## config.mk

```make
export PLATFORM = sky130hd
export DESIGN_NAME = mains_tod_chain
export DESIGN_NICKNAME = d
export VERILOG_FILES = /design/src/rtl/tod_pkg.sv /design/src/rtl/tod_router.sv /design/src/rtl/tod_prescale.sv /design/src/rtl/tod_bcd_mod60.sv /design/src/rtl/tod_hours.sv /design/src/rtl/mains_tod_chain.sv
export SDC_FILE = /design/constraint.sdc
export NUM_CORES = 1
export LEC_CHECK = 0
export BUFFER_PORTS_ARGS = -buffer_cell sky130_fd_sc_hd__buf_2
export CAP_MARGIN = 20
export CORE_ASPECT_RATIO = 0.8
export CORE_MARGIN = 4
export CORE_UTILIZATION = 55
export CTS_BUF_LIST = sky130_fd_sc_hd__clkbuf_16
export CTS_CLUSTER_DIAMETER = 30
export DETAILED_ROUTE_END_ITERATION = 12
export PLACE_DENSITY = 0.86
export SLEW_MARGIN = 0
export SYNTH_ARGS = -nofsm -noshare
export SYNTH_HDL_FRONTEND = slang
export SYNTH_SLANG_ARGS = --single-unit
```

## constraint.sdc

```tcl
create_clock -name clk -period 3.6 [get_ports clk]
set_input_delay 0.18 -clock clk [delete_from_list [all_inputs] [get_ports clk]]
set_output_delay 0.18 -clock clk [all_outputs]
set_load 0.01 [all_outputs]
```

## src/rtl/tod_pkg.sv

```systemverilog
package tod_pkg;
    typedef enum logic [1:0] {
        RT_RUN  = 2'd0,
        RT_HOLD = 2'd1,
        RT_SLOW = 2'd2,
        RT_FAST = 2'd3
    } route_e;
endpackage

```

## src/rtl/tod_router.sv

```systemverilog
module tod_router
    import tod_pkg::*;
(
    input  logic clk,
    input  logic rst_n,
    input  logic line_pulse,
    input  logic hold,
    input  logic slow_set,
    input  logic fast_set,
    output logic pre_en,
    output logic sec_inj,
    output logic min_inj
);
    route_e st, st_nx;

    always_comb begin
        if (hold)          st_nx = RT_HOLD;
        else if (fast_set) st_nx = RT_FAST;
        else if (slow_set) st_nx = RT_SLOW;
        else               st_nx = RT_RUN;
    end

    always_ff @(posedge clk or negedge rst_n) begin
        if (!rst_n) st <= RT_RUN;
        else        st <= st_nx;
    end

    always_comb begin
        pre_en  = 1'b0;
        sec_inj = 1'b0;
        min_inj = 1'b0;
        unique case (st)
            RT_RUN:  pre_en  = line_pulse;
            RT_HOLD: ;
            RT_SLOW: sec_inj = line_pulse;
            RT_FAST: min_inj = line_pulse;
        endcase
    end

    AST_HOLD_WINS: assert property (@(posedge clk) disable iff (!rst_n)
        hold |=> (st == RT_HOLD));
    AST_FAST_OVER_SLOW: assert property (@(posedge clk) disable iff (!rst_n)
        (!hold && fast_set) |=> (st == RT_FAST));
endmodule

```

## src/rtl/tod_prescale.sv

```systemverilog
module tod_prescale #(
    parameter int LINE_LO   = 50,
    parameter int LINE_HI   = 60,
    parameter int TAP_RATIO = 10
) (
    input  logic clk,
    input  logic rst_n,
    input  logic en,
    input  logic sel_hi,
    output logic tick_tap,
    output logic tick_sec
);
    localparam int SUB_LO = LINE_LO / TAP_RATIO - 1;
    localparam int SUB_HI = LINE_HI / TAP_RATIO - 1;
    localparam int SW     = $clog2(SUB_HI + 1);
    localparam int DW     = $clog2(TAP_RATIO);

    logic [SW-1:0] sub_q, sub_max;
    logic [DW-1:0] dec_q;
    logic          sub_wrap, dec_wrap;

    assign sub_max  = sel_hi ? SW'(SUB_HI) : SW'(SUB_LO);
    assign sub_wrap = (sub_q >= sub_max);
    assign dec_wrap = (dec_q == DW'(TAP_RATIO - 1));
    assign tick_tap = en && sub_wrap;
    assign tick_sec = tick_tap && dec_wrap;

    always_ff @(posedge clk or negedge rst_n) begin
        if (!rst_n) begin
            sub_q <= '0;
            dec_q <= '0;
        end else if (en) begin
            sub_q <= sub_wrap ? '0 : sub_q + 1'b1;
            if (sub_wrap) dec_q <= dec_wrap ? '0 : dec_q + 1'b1;
        end
    end

    AST_TAP_SPACING: assert property (@(posedge clk) disable iff (!rst_n)
        tick_tap |=> !tick_tap);
    AST_SEC_ON_TAP: assert property (@(posedge clk) disable iff (!rst_n)
        tick_sec |=> (dec_q == '0));
endmodule

```

## src/rtl/tod_bcd_mod60.sv

```systemverilog
module tod_bcd_mod60 #(
    parameter int UNIT_MAX = 9,
    parameter int TENS_MAX = 5
) (
    input  logic       clk,
    input  logic       rst_n,
    input  logic       en,
    output logic [3:0] units,
    output logic [3:0] tens,
    output logic       carry
);
    logic unit_top, tens_top;

    assign unit_top = (units == 4'(UNIT_MAX));
    assign tens_top = (tens == 4'(TENS_MAX));
    assign carry    = en && unit_top && tens_top;

    always_ff @(posedge clk or negedge rst_n) begin
        if (!rst_n) begin
            units <= '0;
            tens  <= '0;
        end else if (en) begin
            if (unit_top) begin
                units <= '0;
                tens  <= tens_top ? '0 : tens + 1'b1;
            end else begin
                units <= units + 1'b1;
            end
        end
    end

    AST_DIGIT_RANGE: assert property (@(posedge clk) disable iff (!rst_n)
        (units <= 4'(UNIT_MAX)) && (tens <= 4'(TENS_MAX)));
    AST_WRAP_ZERO: assert property (@(posedge clk) disable iff (!rst_n)
        carry |=> (units == '0 && tens == '0));
endmodule

```

## src/rtl/tod_hours.sv

```systemverilog
module tod_hours (
    input  logic       clk,
    input  logic       rst_n,
    input  logic       en,
    input  logic       mode12,
    output logic [3:0] units,
    output logic [3:0] tens
);
    logic [4:0] val;

    assign val = 5'(tens) * 5'd10 + 5'(units);

    always_ff @(posedge clk or negedge rst_n) begin
        if (!rst_n) begin
            units <= '0;
            tens  <= '0;
        end else if (en) begin
            if (mode12 && val >= 5'd12) begin
                units <= 4'd1;
                tens  <= 4'd0;
            end else if (!mode12 && val >= 5'd23) begin
                units <= '0;
                tens  <= '0;
            end else if (units == 4'd9) begin
                units <= '0;
                tens  <= tens + 1'b1;
            end else begin
                units <= units + 1'b1;
            end
        end
    end

    AST_HOUR_RANGE: assert property (@(posedge clk) disable iff (!rst_n)
        (tens <= 4'd2) && (units <= 4'd9) && !(tens == 4'd2 && units > 4'd3));
    AST_HR12_ROLL: assert property (@(posedge clk) disable iff (!rst_n)
        (en && mode12 && tens == 4'd1 && units == 4'd2) |=> (tens == 4'd0 && units == 4'd1));
endmodule

```

## src/rtl/mains_tod_chain.sv

```systemverilog
module mains_tod_chain #(
    parameter int LINE_LO   = 50,
    parameter int LINE_HI   = 60,
    parameter int TAP_RATIO = 10
) (
    input  logic       clk,
    input  logic       rst_n,
    input  logic       line_pulse,
    input  logic       sel_60hz,
    input  logic       sel_12h,
    input  logic       hold,
    input  logic       slow_set,
    input  logic       fast_set,
    output logic [3:0] sec_units,
    output logic [3:0] sec_tens,
    output logic [3:0] min_units,
    output logic [3:0] min_tens,
    output logic [3:0] hr_units,
    output logic [3:0] hr_tens,
    output logic       tick_1hz,
    output logic       tick_10hz
);
    logic pre_en, sec_inj, min_inj;
    logic sec_carry, min_carry;

    tod_router u_route (
        .clk(clk), .rst_n(rst_n), .line_pulse(line_pulse),
        .hold(hold), .slow_set(slow_set), .fast_set(fast_set),
        .pre_en(pre_en), .sec_inj(sec_inj), .min_inj(min_inj)
    );

    tod_prescale #(.LINE_LO(LINE_LO), .LINE_HI(LINE_HI), .TAP_RATIO(TAP_RATIO)) u_pre (
        .clk(clk), .rst_n(rst_n), .en(pre_en), .sel_hi(sel_60hz),
        .tick_tap(tick_10hz), .tick_sec(tick_1hz)
    );

    tod_bcd_mod60 u_sec (
        .clk(clk), .rst_n(rst_n), .en(tick_1hz || sec_inj),
        .units(sec_units), .tens(sec_tens), .carry(sec_carry)
    );

    tod_bcd_mod60 u_min (
        .clk(clk), .rst_n(rst_n), .en(sec_carry || min_inj),
        .units(min_units), .tens(min_tens), .carry(min_carry)
    );

    tod_hours u_hr (
        .clk(clk), .rst_n(rst_n), .en(min_carry), .mode12(sel_12h),
        .units(hr_units), .tens(hr_tens)
    );

    AST_HOLD_FREEZE: assert property (@(posedge clk) disable iff (!rst_n)
        (hold && $past(hold)) |=> $stable({sec_units, sec_tens, min_units, min_tens, hr_units, hr_tens}));
    AST_HOLD_QUIET: assert property (@(posedge clk) disable iff (!rst_n)
        (hold && $past(hold)) |-> !(tick_1hz || tick_10hz));
endmodule

```

After elaboration in Yosys (flattened, before gate mapping)

Index checks and enable logic that the tools add are counted.
W data, S select, Z words.

Bits in registers: 33
Input bits: 8
Output and inout bits: 26
Logic and storage cells: 66

Add/sub/neg operators: 9
Multiply operators: 1
Order comparisons: 3
Equality and inequality tests: 8
Multiplexer cells: 19
Reductions and logical operators: 17

Operator list:

| operator              | number |
|---|---|
| $mux W4               | 11 |
| $add A4 B1 Y4 const B | 7 |
| $eq A4 B4 Y1 const B  | 4 |
| $eq A4 B3 Y1 const B  | 2 |
| $logic_and A1 B1 Y1   | 8 |
| $reduce_and A2 Y1     | 4 |
| $mux W2               | 3 |
| $add A5 B4 Y5         | 1 |
| $ge A5 B4 Y1 const B  | 1 |
| $ge A5 B5 Y1 const B  | 1 |
| $eq A2 B2 Y1 const B  | 2 |
| $mul A4 B3 Y4 const B | 1 |
| $mux W1               | 4 |
| $add A3 B1 Y3 const B | 1 |
| $ge A3 B3 Y1          | 1 |
| $mux W3               | 1 |
| $reduce_bool A3 Y1    | 1 |
| $logic_not A2 Y1      | 1 |
| $logic_or A1 B1 Y1    | 2 |
| $logic_not A1 Y1      | 1 |

Depth between registers and ports, before layout

Gate-level depths: netlist of run 1.

Word-level depth: 11
Gate-level depth with buffers: 9
Mapped depth without buffers: 8

Cells and area by module

Synthesis of run 1 repeated with hierarchy kept, for this count alone.

Cell total of the unflattened synthesis: 192
Area, all modules: 1988.2 µm²

By module, submodules not included:

| module          | instances | cells each | area each (µm²) | sequential area each (µm²) |
|---|---|---|---|---|
| tod_bcd_mod60   | 2         | 36         | 396.6           | 200.2 |
| tod_hours       | 1         | 73         | 685.7           | 200.2 |
| tod_prescale    | 1         | 38         | 401.6           | 175.2 |
| tod_router      | 1         | 7          | 95.1            | 50.0 |
| mains_tod_chain | 1         | 2          | 12.5            | 0.0 |

Worst setup path before layout of run 1

Ideal clock, no wire load.

Path type: register to register
Start: reg u_hr.tens[0]
End: reg u_hr.tens[3]
Library setup time: 95 ps
Data arrival time: 2512 ps
Required time: 3505 ps
Path slack: 992 ps
Cell stages (with the launch flop): 10
Path buffers: 1
Clock period less this slack: 2608 ps
Cells stage by stage: dfrtp_1 ha_1 ha_1 a21oi_1 and3_1 a211oi_1 a31o_2 or4_1 buf_2 o31ai_1

Longest elaborated chain between the ends: 6
Elaborated cells between the ends (all ways): 12
Those cells by class: 2 x add/sub; 1 x mul; 2 x order compare; 3 x mux; 4 x reduce/logical

Ends and longest elaborated chain:

| item                                                           | line                             | text |
|---|---|---|
| from (decl)                                                    | tod_hours.sv:7                   | `output logic [3:0] tens` |
| from (signal assigned)                                         | tod_hours.sv:26                  | `tens <= tens + 1'b1;` |
| $mul A4 B3 Y4                                                  | tod_hours.sv:11                  | `assign val = 5'(tens) * 5'd10 + 5'(units);` |
| $add A5 B4 Y5                                                  | tod_hours.sv:11                  |  |
| $ge A5 B5 Y1 / $ge A5 B4 Y1 (equally long branches)            | tod_hours.sv:21, tod_hours.sv:18 |  |
| $logic_and A1 B1 Y1, on equally long branches                  | tod_hours.sv:21, tod_hours.sv:18 |  |
| $reduce_bool A3 Y1 (no line) / $mux W4 (equally long branches) | -                                |  |
| $reduce_and A2 Y1 (no line) / $mux W4 (equally long branches)  | -                                |  |

Parallel ways exist; a longest one is shown, timed or not. The select of a mux whose other input is x is not followed.
A chain may end at the register's enable or synchronous reset.

Worst setup path in the final report of run 1

Same ends and word-level chain as after synthesis.

==> results.cfg, run 1 <==
[worst_setup_path]
critical_path.most_common_cell = sky130_fd_sc_hd__ha_1
critical-path-slowest-cell = sky130_fd_sc_hd__or4_1
path_delay_family = compound AO/OA/AOI/OAI gates
worst-setup-path-type = reg2reg
critical_path_sink_type = flop
worstPathArrival_ps = 3020
crit_path_max_incr_delay_ps = 610
critPathBufInv = 0
cells_along_the_critical_path = ha_1 > ha_1 > a21oi_1 > and3_1 > a211oi_1 > a31o_2 > or4_1 > o31ai_1
path_max_fanout = 8
start_kind = flop
worstPathRequired_ps = 3760

[cts]
cts_buffer_depth = 2
clk_transition_reported_paths_ps = 50
clock-sinks = 33
cts_bufs_inserted = 5
cts_tree = done
clk-insertion-delay-late_ps = 280
clockRootBuffer = sky130_fd_sc_hd__clkbuf_16
htree_num_levels = 2

[global_route]
final_global_route_overflow_total = 0
gr-usage-all-layers_pct = 19.6
pin_count_of_the_biggest_net_entering_global_routing = 34
initial_antenna_violation_count = 0
grt_first_pass_wirelength_microns = 6670
first_global_vias = 1493

[sta]
final_count_of_negative_setup_slack_endpoints = 0
worst_slew_margin_rel_pct = 53.3
clock.fmax_mhz = 350
timing.final.hold_violations = 0
final.period_utilization_pct = 79.4
fin_crit_ps = 2860
rsz_0062_raised_after_global_routing = no
finalSetupTns_ps = 0
final_critical_path_setup_slack_ps = 741
timing.final.max_slew_violations = 0
max_slew.worst_pin.slew_ps = 701
timing.clock.skew_ps = 4.97

[min_path]
worst_hold_check_path_type = in2reg

[logic_synthesis]
synth-main-ff-cell = sky130_fd_sc_hd__dfrtp_1
synth_top_area_share_pct = 43.6
postSynthNetCount = 208
synth_top_family_by_area = simple AND/OR/NAND/NOR gates
postSynth.asyncResetShare_pct = 100
ys_top_cells_by_area = sky130_fd_sc_hd__dfrtp_1 44%, sky130_fd_sc_hd__ha_1 5.9%, sky130_fd_sc_hd__nand2_1 5.0%, sky130_fd_sc_hd__o21ai_0 4.8%, sky130_fd_sc_hd__a2bb2oi_1 2.8%
synthDistinctLibCells = 48
yosysWarnings = 0
synthAdderAreaFrac_pct = 7.00
synth_compound_gate_area_share_pct = 16.5
synth-xor-area-share_pct = 5.35
yosys.cell_count.top_type = sky130_fd_sc_hd__dfrtp_1
synthesis.area_per_instance_sq_um = 9.97
synth_simple_gate_area_share_pct = 26.5
synth_area_sq_um = 1890
postSynthRegisterBits = 33
multiplexer_fraction_of_the_synthesized_cell_area_pct = 0
synth-edff-count = 0
synth-seq-area-share_pct = 43.6
synth_area_leader_cell = sky130_fd_sc_hd__dfrtp_1
synth_cells = 190
synth_common_cells = 33 x sky130_fd_sc_hd__dfrtp_1, 25 x sky130_fd_sc_hd__nand2_1, 18 x sky130_fd_sc_hd__o21ai_0

[finish]
nets = 248
fillers = 243
layout-area-overhead-vs-synth_pct = 18.9
num_antenna_cells = 0
sequential_cell_area_sq_um = 826
multi_input_comb_area_sq_um = 1050
fraction_of_final_layout_cells_with_drive_strength_greater_than_1_pct = 23.8

[power_and_ir_drop]
vdd_ir_drop_max_mv = 0.326
finalPower_mw = 1.24
total_leakage_power_nw = 1.11
power-per-cell-area_nw_per_um2 = 551

[detailed_routing]
detail_route.first_pass.iterations = 5
wire_per_inst_microns = 14.4
num_vias = 1547
postRouteWirelength_microns = 3900
drt_iter0_markers = 86
drt.antenna.violating_nets = 0
route.detailed.drc = 0
drt-vias-per-instance = 5.71

[place]
place_ws_ps = 743
place.detailed.hpwl_microns = 2840
number_of_port_buffers = 33
gp_routability_congestion = 0.807

[floorplanning]
area_of_the_die_sq_um = 4450
initial_utilization_pct = 59.2
design.core.area_sq_um = 3200
fp.dieW_microns = 73.6
floorplan.die.height_microns = 60.5
floorplan.io_pins = 34
floorplan.rows = 18

[status]
status = completed

[run]
timing.max_cap.violations = 0
layer usage:
metal  vias up  part of all wire, %  global-route usage (%)
met5         -                    0                       0
met4         0                  1.6                    6.46
met3         8                  4.0                    5.63
met2        29                   46                    30.4
met1       737                   49                    26.6
li1        773                    -                       -
where the power goes:
group	switching, mW	total (mW)	internal (mW)
Combinational	0.141	0.284	0.143
Clock	0.145	0.395	0.249
Sequential	0.107	0.562	0.455
Total	0.393	1.24	0.847
flip-flops by register name, summed over array words and instances (netlist names):
signal and cells:
u_sec.tens 4, u_pre.dec_q 4, u_hr.units 4, u_min.tens 4, u_pre.sub_q 3, u_min.units 4, u_hr.tens 4, u_route.st 2
u_sec.units 4
worst paths after layout:
kind,slack [ps],from,depth (start not counted),endpoint
max,740,u_hr.tens[0]$_DFFE_PN0P_,8,u_hr.tens[3]$_DFFE_PN0P_
min,60,hold,2,u_route.st[1]$_DFF_PN0_
max reg2reg,740,u_hr.tens[0]$_DFFE_PN0P_,8,u_hr.tens[3]$_DFFE_PN0P_
min reg2reg,490,u_sec.tens[0]$_DFFE_PN0N_,1,u_sec.tens[0]$_DFFE_PN0N_
max in group asynchronous,2660,rst_n,2,u_sec.units[1]$_DFFE_PN0N_
min in group asynchronous,490,rst_n,2,u_pre.sub_q[0]$_DFFE_PN0N_
worst reg2reg max path: cells and delay by family, from the launching register on:
family          cells  cell delay [ps]
compound gates      4              830
fa+ha+maj           2              650
flops               1              460
simple gates        2              820
stage by stage:
stage | instances | hold slack (ps) | area [sq um] | utilization, %
after floorplan | 190 | -116 | 1890 | -
after global placement | 262 | 279 | 2100 | 65.8
after detailed placement | 262 | 270 | 2100 | 65.8
after CTS | 271 | 59.9 | 2250 | 70.4
after global routing | 271 | 69.3 | 2250 | 70.4
final | 271 | 58.5 | 2250 | 70.4
cells by family after synthesis:
group	after synthesis
XOR/XNOR	10
adder cells (fa/ha/maj)	10
AND/OR/NAND/NOR	86
flip-flops	33
buffers and inverters	5
AO/OA/AOI/OAI	46
placed cells by master (no fill, tap or decap), drive strengths merged, types with 2 or more instances in the layout:
cell type / count
dfrtp: 33
nor2b: 6
o21a: 2
a21o: 4
nor2: 10
nand3: 7
xor2: 4
or2: 3
and2b: 2
ha: 9
clkbuf: 5
clkinv: 3
nor3: 7
inv: 4
o21ai: 21
nor3b: 5
buf: 33
and3: 2
a2bb2oi: 6
nand2b: 4
a21oi: 2
nand4: 2
xnor2: 5
o31ai: 5
nand2: 25
cell type report:
class / instances / share of cell area [%]
Inverter: 4 / 0.667
Clock inverter: 3 / 0.556
Timing Repair Buffer: 34 / 7.78
Tap cell: 40 / 2.22
Multi-Input combinational cell: 152 / 46.6
Clock buffer: 5 / 5.56
Sequential cell: 33 / 36.7
repair_timing:
| item | 4_1_cts | 5_1_grt |
|---|---|---|
| setup buffers | 0 | 0 |
| hold buffers | 1 | 0 |
| resized for setup | 0 | 0 |
| hold endpoints to repair | 33 | 0 |
Note: power is estimated with default switching activity, not from simulation.
==> run 2: changes to the inputs <==
--- a/config.mk
+++ b/config.mk
@@ -5,15 +5,16 @@
 export SDC_FILE = /design/constraint.sdc
 export NUM_CORES = 1
 export LEC_CHECK = 0
+export ABC_AREA = 1
 export BUFFER_PORTS_ARGS = -buffer_cell sky130_fd_sc_hd__buf_2
 export CAP_MARGIN = 20
 export CORE_ASPECT_RATIO = 0.8
 export CORE_MARGIN = 4
-export CORE_UTILIZATION = 55
+export CORE_UTILIZATION = 50
 export CTS_BUF_LIST = sky130_fd_sc_hd__clkbuf_16
 export CTS_CLUSTER_DIAMETER = 30
 export DETAILED_ROUTE_END_ITERATION = 12
-export PLACE_DENSITY = 0.86
+export PLACE_DENSITY = 0.82
 export SLEW_MARGIN = 0
 export SYNTH_ARGS = -nofsm -noshare
 export SYNTH_HDL_FRONTEND = slang
==> constraint.sdc (replaced) <==
create_clock -name clk -period 2.6 [get_ports clk]
set_input_delay 0.13 -clock clk [delete_from_list [all_inputs] [get_ports clk]]
set_output_delay 0.13 -clock clk [all_outputs]
set_load 0.01 [all_outputs]
==> run 2 against run 1 <==
Synthesized cell count grew 25%. Synthesized area grew 3.2%. Die area grew 12%. Worst hold slack lost 28 ps.
==> results.cfg, run 2 <==
[power_and_ir_drop]
vdd_ir_drop_max_mv = 0.457
power.share.switching_pct = 32.2
clock_power_share_pct = 33.4
cellInternalPower_mw = 1.10
power-per-cell-area_nw_per_um2 = 696
power.combinational.fraction_pct = 22.3
finalPower_mw = 1.62
power.net_switching_uw = 523
total_leakage_power_nw = 1.23
power_frac_seq_pct = 44.3

[floorplanning]
initial_utilization_pct = 51.7
fp.dieW_microns = 77.9
floorplan.rows = 20
floorplan.io_pins = 34
design.core.area_sq_um = 3780
floorplan.die.height_microns = 63.9
area_of_the_die_sq_um = 4980

[status]
status = completed

[finish]
layout-area-overhead-vs-synth_pct = 19.3
most_common_library_cell_in_the_layout_ignoring_fill_and_taps = sky130_fd_sc_hd__nand2_1
fraction_of_final_layout_cells_with_drive_strength_greater_than_1_pct = 20.4
num_antenna_cells = 0
layoutNonFillerInstCount = 334
nets = 296
most-common-layout-cells = 57 x sky130_fd_sc_hd__nand2_1, 33 x sky130_fd_sc_hd__inv_1, 33 x sky130_fd_sc_hd__buf_2, 33 x sky130_fd_sc_hd__dfrtp_1, 31 x sky130_fd_sc_hd__nor2_1
fillers = 334

[cts]
cts_buffer_depth = 2
htree_num_levels = 2
clock-sinks = 33
cts_bufs_inserted = 5
cts_tree = done
cts_setup_buffers = 0
clk-insertion-delay-late_ps = 270
clockRootBuffer = sky130_fd_sc_hd__clkbuf_16
clk_transition_reported_paths_ps = 50

[logic_synthesis]
yosysWarnings = 0
synth_area_sq_um = 1950
synthesis.area_per_instance_sq_um = 8.25
synth_cells = 237
synth-edff-count = 0
ys_top_cells_by_area = sky130_fd_sc_hd__dfrtp_1 42%, sky130_fd_sc_hd__nand2_1 11%, sky130_fd_sc_hd__nor2_1 6.0%, sky130_fd_sc_hd__ha_1 5.8%, sky130_fd_sc_hd__inv_1 5.8%
postSynthNetCount = 255
synth-seq-area-share_pct = 42.3
synth_area_leader_cell = sky130_fd_sc_hd__dfrtp_1
synthDistinctLibCells = 29
postSynth.asyncResetShare_pct = 100
postSynthRegisterBits = 33
yosys.cell_count.top_type = sky130_fd_sc_hd__nand2_1
synth-main-ff-cell = sky130_fd_sc_hd__dfrtp_1
synth_common_cells = 57 x sky130_fd_sc_hd__nand2_1, 33 x sky130_fd_sc_hd__dfrtp_1, 31 x sky130_fd_sc_hd__nor2_1
synth_top_area_share_pct = 42.3

[sta]
timing.final.hold_violations = 0
rsz_0062_raised_after_global_routing = no
max_slew.worst_pin.slew_ps = 745
fin_crit_ps = 2260
fin_hold_ws_ps = 30.4
worst_slew_margin_rel_pct = 50.4
final.period_utilization_pct = 87.0
final_count_of_negative_setup_slack_endpoints = 0
clock.fmax_mhz = 442
finalSetupTns_ps = 0
timing.final.max_slew_violations = 0
timing.clock.skew_ps = 2.89

[detailed_routing]
detail_route.first_pass.iterations = 4
route.detailed.drc = 0
postRouteWirelength_microns = 3820
num_vias = 1622
drt-vias-per-instance = 4.86
wire_per_inst_microns = 11.4
drt.antenna.violating_nets = 0
drt_iter0_markers = 101

[global_route]
grt_first_pass_wirelength_microns = 6760
initial_antenna_violation_count = 0
gr-usage-all-layers_pct = 17.1
first_global_vias = 1593
final_global_route_overflow_total = 0
pin_count_of_the_biggest_net_entering_global_routing = 34

[min_path]
worstHoldEndpoint = u_route.st[1]$_DFF_PN0_
worst_hold_startpoint = hold
min_delay_path_depth = 2
worst_hold_check_path_type = in2reg

[worst_setup_path]
critical-path-slowest-cell = sky130_fd_sc_hd__dfrtp_1
critical_path.most_common_cell = sky130_fd_sc_hd__nand2_1
worst-r2r-setup-slack_ps = 340
cells_along_the_critical_path = ha_1 > ha_1 > nand2_1 > nand3_1 > nand3_1 > nand2_1 > nand2_2 > nand2_1 > nor2_2 > nor2_2 > nand2_1 > nand2_1
worstPathArrival_ps = 2420
worstPathRequired_ps = 2760
r2r_path_start = u_hr.tens[0]$_DFFE_PN0P_
path_delay_family = simple AND/OR/NAND/NOR gates
crit_path_max_incr_delay_ps = 440
worst-setup-path-type = reg2reg
critPathBufInv = 0
crit-reg2reg-capture = u_hr.tens[1]$_DFFE_PN0P_
timing.reg2reg.worst_path_depth = 12
critical_path_sink_type = flop
start_kind = flop
path_max_fanout = 7

[place]
place.detailed.hpwl_microns = 2880
post-place-cells = 325
gp_routability_congestion = 0.829
number_of_port_buffers = 33

[run]
timing.max_cap.violations = 0
## run 2: area by class of cell
| type | count | area [sq um] | share of cell area [%] |
|---|---|---|---|
| repair buffers | 35 | 183 | 7.84 |
| clock inverters | 3 | 11.3 | 0.483 |
| flip-flops and latches | 33 | 826 | 35.4 |
| well taps | 55 | 68.8 | 2.95 |
| clock buffers | 5 | 125 | 5.37 |
| multi-input cells | 170 | 993 | 42.6 |
| inverters | 33 | 124 | 5.31 |
## run 2: worst max-delay path by stage
stage                                         from                  endpoint  slack (ps)  depth (start not counted)
after floorplan           u_hr.tens[0]$_DFFE_PN0P_  u_hr.tens[0]$_DFFE_PN0P_         550                         13
after global placement    u_hr.tens[0]$_DFFE_PN0P_  u_hr.tens[2]$_DFFE_PN0P_         480                         13
after detailed placement  u_hr.tens[0]$_DFFE_PN0P_  u_hr.tens[3]$_DFFE_PN0P_         380                         12
after CTS                 u_hr.tens[0]$_DFFE_PN0P_  u_hr.tens[1]$_DFFE_PN0P_         350                         12
after global routing      u_hr.tens[0]$_DFFE_PN0P_  u_hr.tens[2]$_DFFE_PN0P_         150                         13
final                     u_hr.tens[0]$_DFFE_PN0P_  u_hr.tens[1]$_DFFE_PN0P_         340                         12
## run 2: power groups by stage
stage               Combinational (mW)  Clock (mW)  Sequential, mW
detailed placement               0.365           0           0.727
CTS                              0.368       0.561           0.721
global route                     0.411       0.580           0.737
floorplan                        0.216           0           0.741
global placement                 0.348           0           0.724
finish                           0.361       0.542           0.720
## run 2: cell families after synthesis
| logic type | Yosys count | share of synthesized area (%) |
|---|---|---|
| buffers and inverters | 34 | 6.91 |
| XOR/XNOR | 15 | 6.72 |
| flip-flops | 33 | 42.3 |
| adder cells (fa/ha/maj) | 10 | 6.79 |
| AO/OA/AOI/OAI | 23 | 6.91 |
| AND/OR/NAND/NOR | 122 | 30.4 |
## run 2: worst register-to-register path, delay by kind of cell (launching register included)
kind	cells	cell delay, ps
flops	1	440
fa+ha+maj	2	640
simple gates	10	1060
## run 2: routing by layer
layer | track usage (%) | wire, microns
met5 | 0 | 0
met3 | 5.21 | 171
met2 | 26.8 | 1800
met1 | 22.5 | 1840
met4 | 6.11 | 9
## run 2: timing repair
item	CTS	global route
gates resized for setup	0	0
hold buffers	1	0
endpoints found under the hold margin	33	0
## run 2: stage by stage
step	setup WS, ps	area (sq um)	util [%]
after floorplan	548	1950	-
after global placement	476	2180	57.8
after detailed placement	377	2180	57.8
after CTS	349	2330	61.7
after global routing	147	2330	61.7
final	337	2330	61.7
==> run 3: changes to the inputs <==
--- a/config.mk
+++ b/config.mk
@@ -14,7 +14,8 @@
 export CTS_BUF_LIST = sky130_fd_sc_hd__clkbuf_16
 export CTS_CLUSTER_DIAMETER = 30
 export DETAILED_ROUTE_END_ITERATION = 12
-export PLACE_DENSITY = 0.82
+export PLACE_DENSITY_LB_ADDON = 0.08
+export RECOVER_POWER = 25
 export SLEW_MARGIN = 0
 export SYNTH_ARGS = -nofsm -noshare
 export SYNTH_HDL_FRONTEND = slang
==> run 3 against run 2 <==
Cell count is the same. Sequential share of layout area is the same. Clock skew grew 2.4 ps. Via count shrank 5.6%. Highest routed layer is now met3. Fmax grew 1.6%. Global-route usage shrank 0.84 points. Clock power grew 20%. Sequential power is essentially flat.
==> results.cfg, run 3 (synthesized netlist as in run 2, its figures left out) <==
[finish]
nets = 296
fillers = 340
fraction_of_final_layout_cells_with_drive_strength_greater_than_1_pct = 13.3
final_util_pct = 61.7
layout-area-overhead-vs-synth_pct = 19.3
most-common-layout-cells = 57 x sky130_fd_sc_hd__nand2_1, 33 x sky130_fd_sc_hd__dfrtp_1, 31 x sky130_fd_sc_hd__inv_1, 31 x sky130_fd_sc_hd__nor2_1, 21 x sky130_fd_sc_hd__clkbuf_1
most_common_library_cell_in_the_layout_ignoring_fill_and_taps = sky130_fd_sc_hd__nand2_1
sequential_cell_area_sq_um = 826
num_antenna_cells = 0
multi_input_comb_area_sq_um = 993

[place]
gp_routability_congestion = 0.790
number_of_port_buffers = 33
place.detailed.hpwl_microns = 2610

[global_route]
gr-usage-all-layers_pct = 16.3
pin_count_of_the_biggest_net_entering_global_routing = 34
final_global_route_overflow_total = 0
first_global_vias = 1472
grt_first_pass_wirelength_microns = 6440
initial_antenna_violation_count = 0

[sta]
rsz_0062_raised_after_global_routing = no
max_slew.worst_pin.slew_ps = 746
timing.clock.skew_ps = 5.25
final.period_utilization_pct = 85.7
fin_crit_ps = 2230
fin_hold_ws_ps = 13.0
clock.fmax_mhz = 449
final_count_of_negative_setup_slack_endpoints = 0
timing.final.hold_violations = 0
finalSetupTns_ps = 0
worst_slew_margin_rel_pct = 50.3
timing.final.max_slew_violations = 0

[cts]
cts_tree = done
cts_buffer_depth = 2
htree_num_levels = 2
clk_transition_reported_paths_ps = 50
clockRootBuffer = sky130_fd_sc_hd__clkbuf_16
clk-insertion-delay-late_ps = 270
cts_setup_buffers = 0
cts_bufs_inserted = 5
clock-sinks = 33

[power_and_ir_drop]
clock_power_share_pct = 38.0
power.combinational.fraction_pct = 20.0
power_frac_seq_pct = 42.0
vdd_ir_drop_max_mv = 0.501
cellInternalPower_mw = 1.19
power-per-cell-area_nw_per_um2 = 733
finalPower_mw = 1.71
total_leakage_power_nw = 1.17
power.net_switching_uw = 524
power.share.switching_pct = 30.6

[worst_setup_path]
path_max_fanout = 7
worstPathArrival_ps = 2390
critical_path_sink_type = flop
worst-setup-path-type = reg2reg
start_kind = flop
worstPathRequired_ps = 2760

[floorplanning]
floorplan.rows = 20
fp.dieW_microns = 77.9
area_of_the_die_sq_um = 4980
floorplan.die.height_microns = 63.9
initial_utilization_pct = 51.7
floorplan.io_pins = 34
design.core.area_sq_um = 3780

[detailed_routing]
wire_per_inst_microns = 10.7
detail_route.first_pass.iterations = 4
route.detailed.drc = 0
drt.antenna.violating_nets = 0
num_vias = 1531
postRouteWirelength_microns = 3580
drt-vias-per-instance = 4.58
drt_iter0_markers = 77

[status]
status = completed

[min_path]
worst_hold_check_path_type = in2reg

[run]
timing.max_cap.violations = 0
==> run 3: stage by stage <==
step / cells / cell area, sq um / setup slack (ps)
floorplan: 237 / 1950 / 548
global placement: 325 / 2180 / 431
detailed placement: 325 / 2180 / 373
CTS: 334 / 2360 / 364
global route: 334 / 2330 / 150
finish: 334 / 2330 / 372
==> run 3: final timing paths <==
kind	startpoint	endpoint	slack, ps	cells after the start
max reg2reg	u_hr.tens[0]$_DFFE_PN0P_	u_hr.tens[0]$_DFFE_PN0P_	370	13
min reg2reg	u_min.units[2]$_DFFE_PN0N_	u_min.units[2]$_DFFE_PN0N_	490	1
min	hold	u_route.st[1]$_DFF_PN0_	10	2
max in group asynchronous	rst_n	u_min.units[2]$_DFFE_PN0N_	1660	2
max	u_hr.tens[0]$_DFFE_PN0P_	u_hr.tens[0]$_DFFE_PN0P_	370	13
min in group asynchronous	rst_n	u_hr.tens[1]$_DFFE_PN0P_	460	2
==> run 3: metal layers <==
layer	global-route usage (%)	routed length, microns
met4	5.90	0
met1	22.9	1920
met2	24.5	1510
met5	0	0
met3	3.94	156
==> run 3: power by group through the flow <==
stage / Combinational (mW) / Clock, mW / Sequential, mW
after floorplan: 0.216 / 0 / 0.741
after global placement: 0.351 / 0 / 0.724
after detailed placement: 0.360 / 0 / 0.723
after CTS: 0.364 / 0.664 / 0.717
after global routing: 0.393 / 0.690 / 0.739
final: 0.342 / 0.650 / 0.718
==> run 3: layout make-up <==
class / count / area share [%]
clock buffer: 5 / 5.37
tap: 55 / 2.95
sequential: 33 / 35.4
clock inverter: 3 / 1.61
timing repair buffer: 35 / 6.71
inverter: 33 / 5.31
multi-input combinational: 170 / 42.6
==> run 3: repair_timing <==
item	in CTS	in global routing
hold endpoints to repair	33	0
hold buffers	1	0
resized for setup	0	0
==> run 3: critical path, cell delays in order (launching register included) <==
cell	delay, ps
sky130_fd_sc_hd__dfrtp_1	430
sky130_fd_sc_hd__ha_1	320
sky130_fd_sc_hd__ha_1	320
sky130_fd_sc_hd__nand3_1	80
sky130_fd_sc_hd__nand3_1	90
sky130_fd_sc_hd__inv_1	40
sky130_fd_sc_hd__nand2_1	80
sky130_fd_sc_hd__nand2_1	60
sky130_fd_sc_hd__nand2_2	120
sky130_fd_sc_hd__nand2_1	100
sky130_fd_sc_hd__nor2_2	240
sky130_fd_sc_hd__nor2_2	100
sky130_fd_sc_hd__nand2_1	70
sky130_fd_sc_hd__nand2_1	50
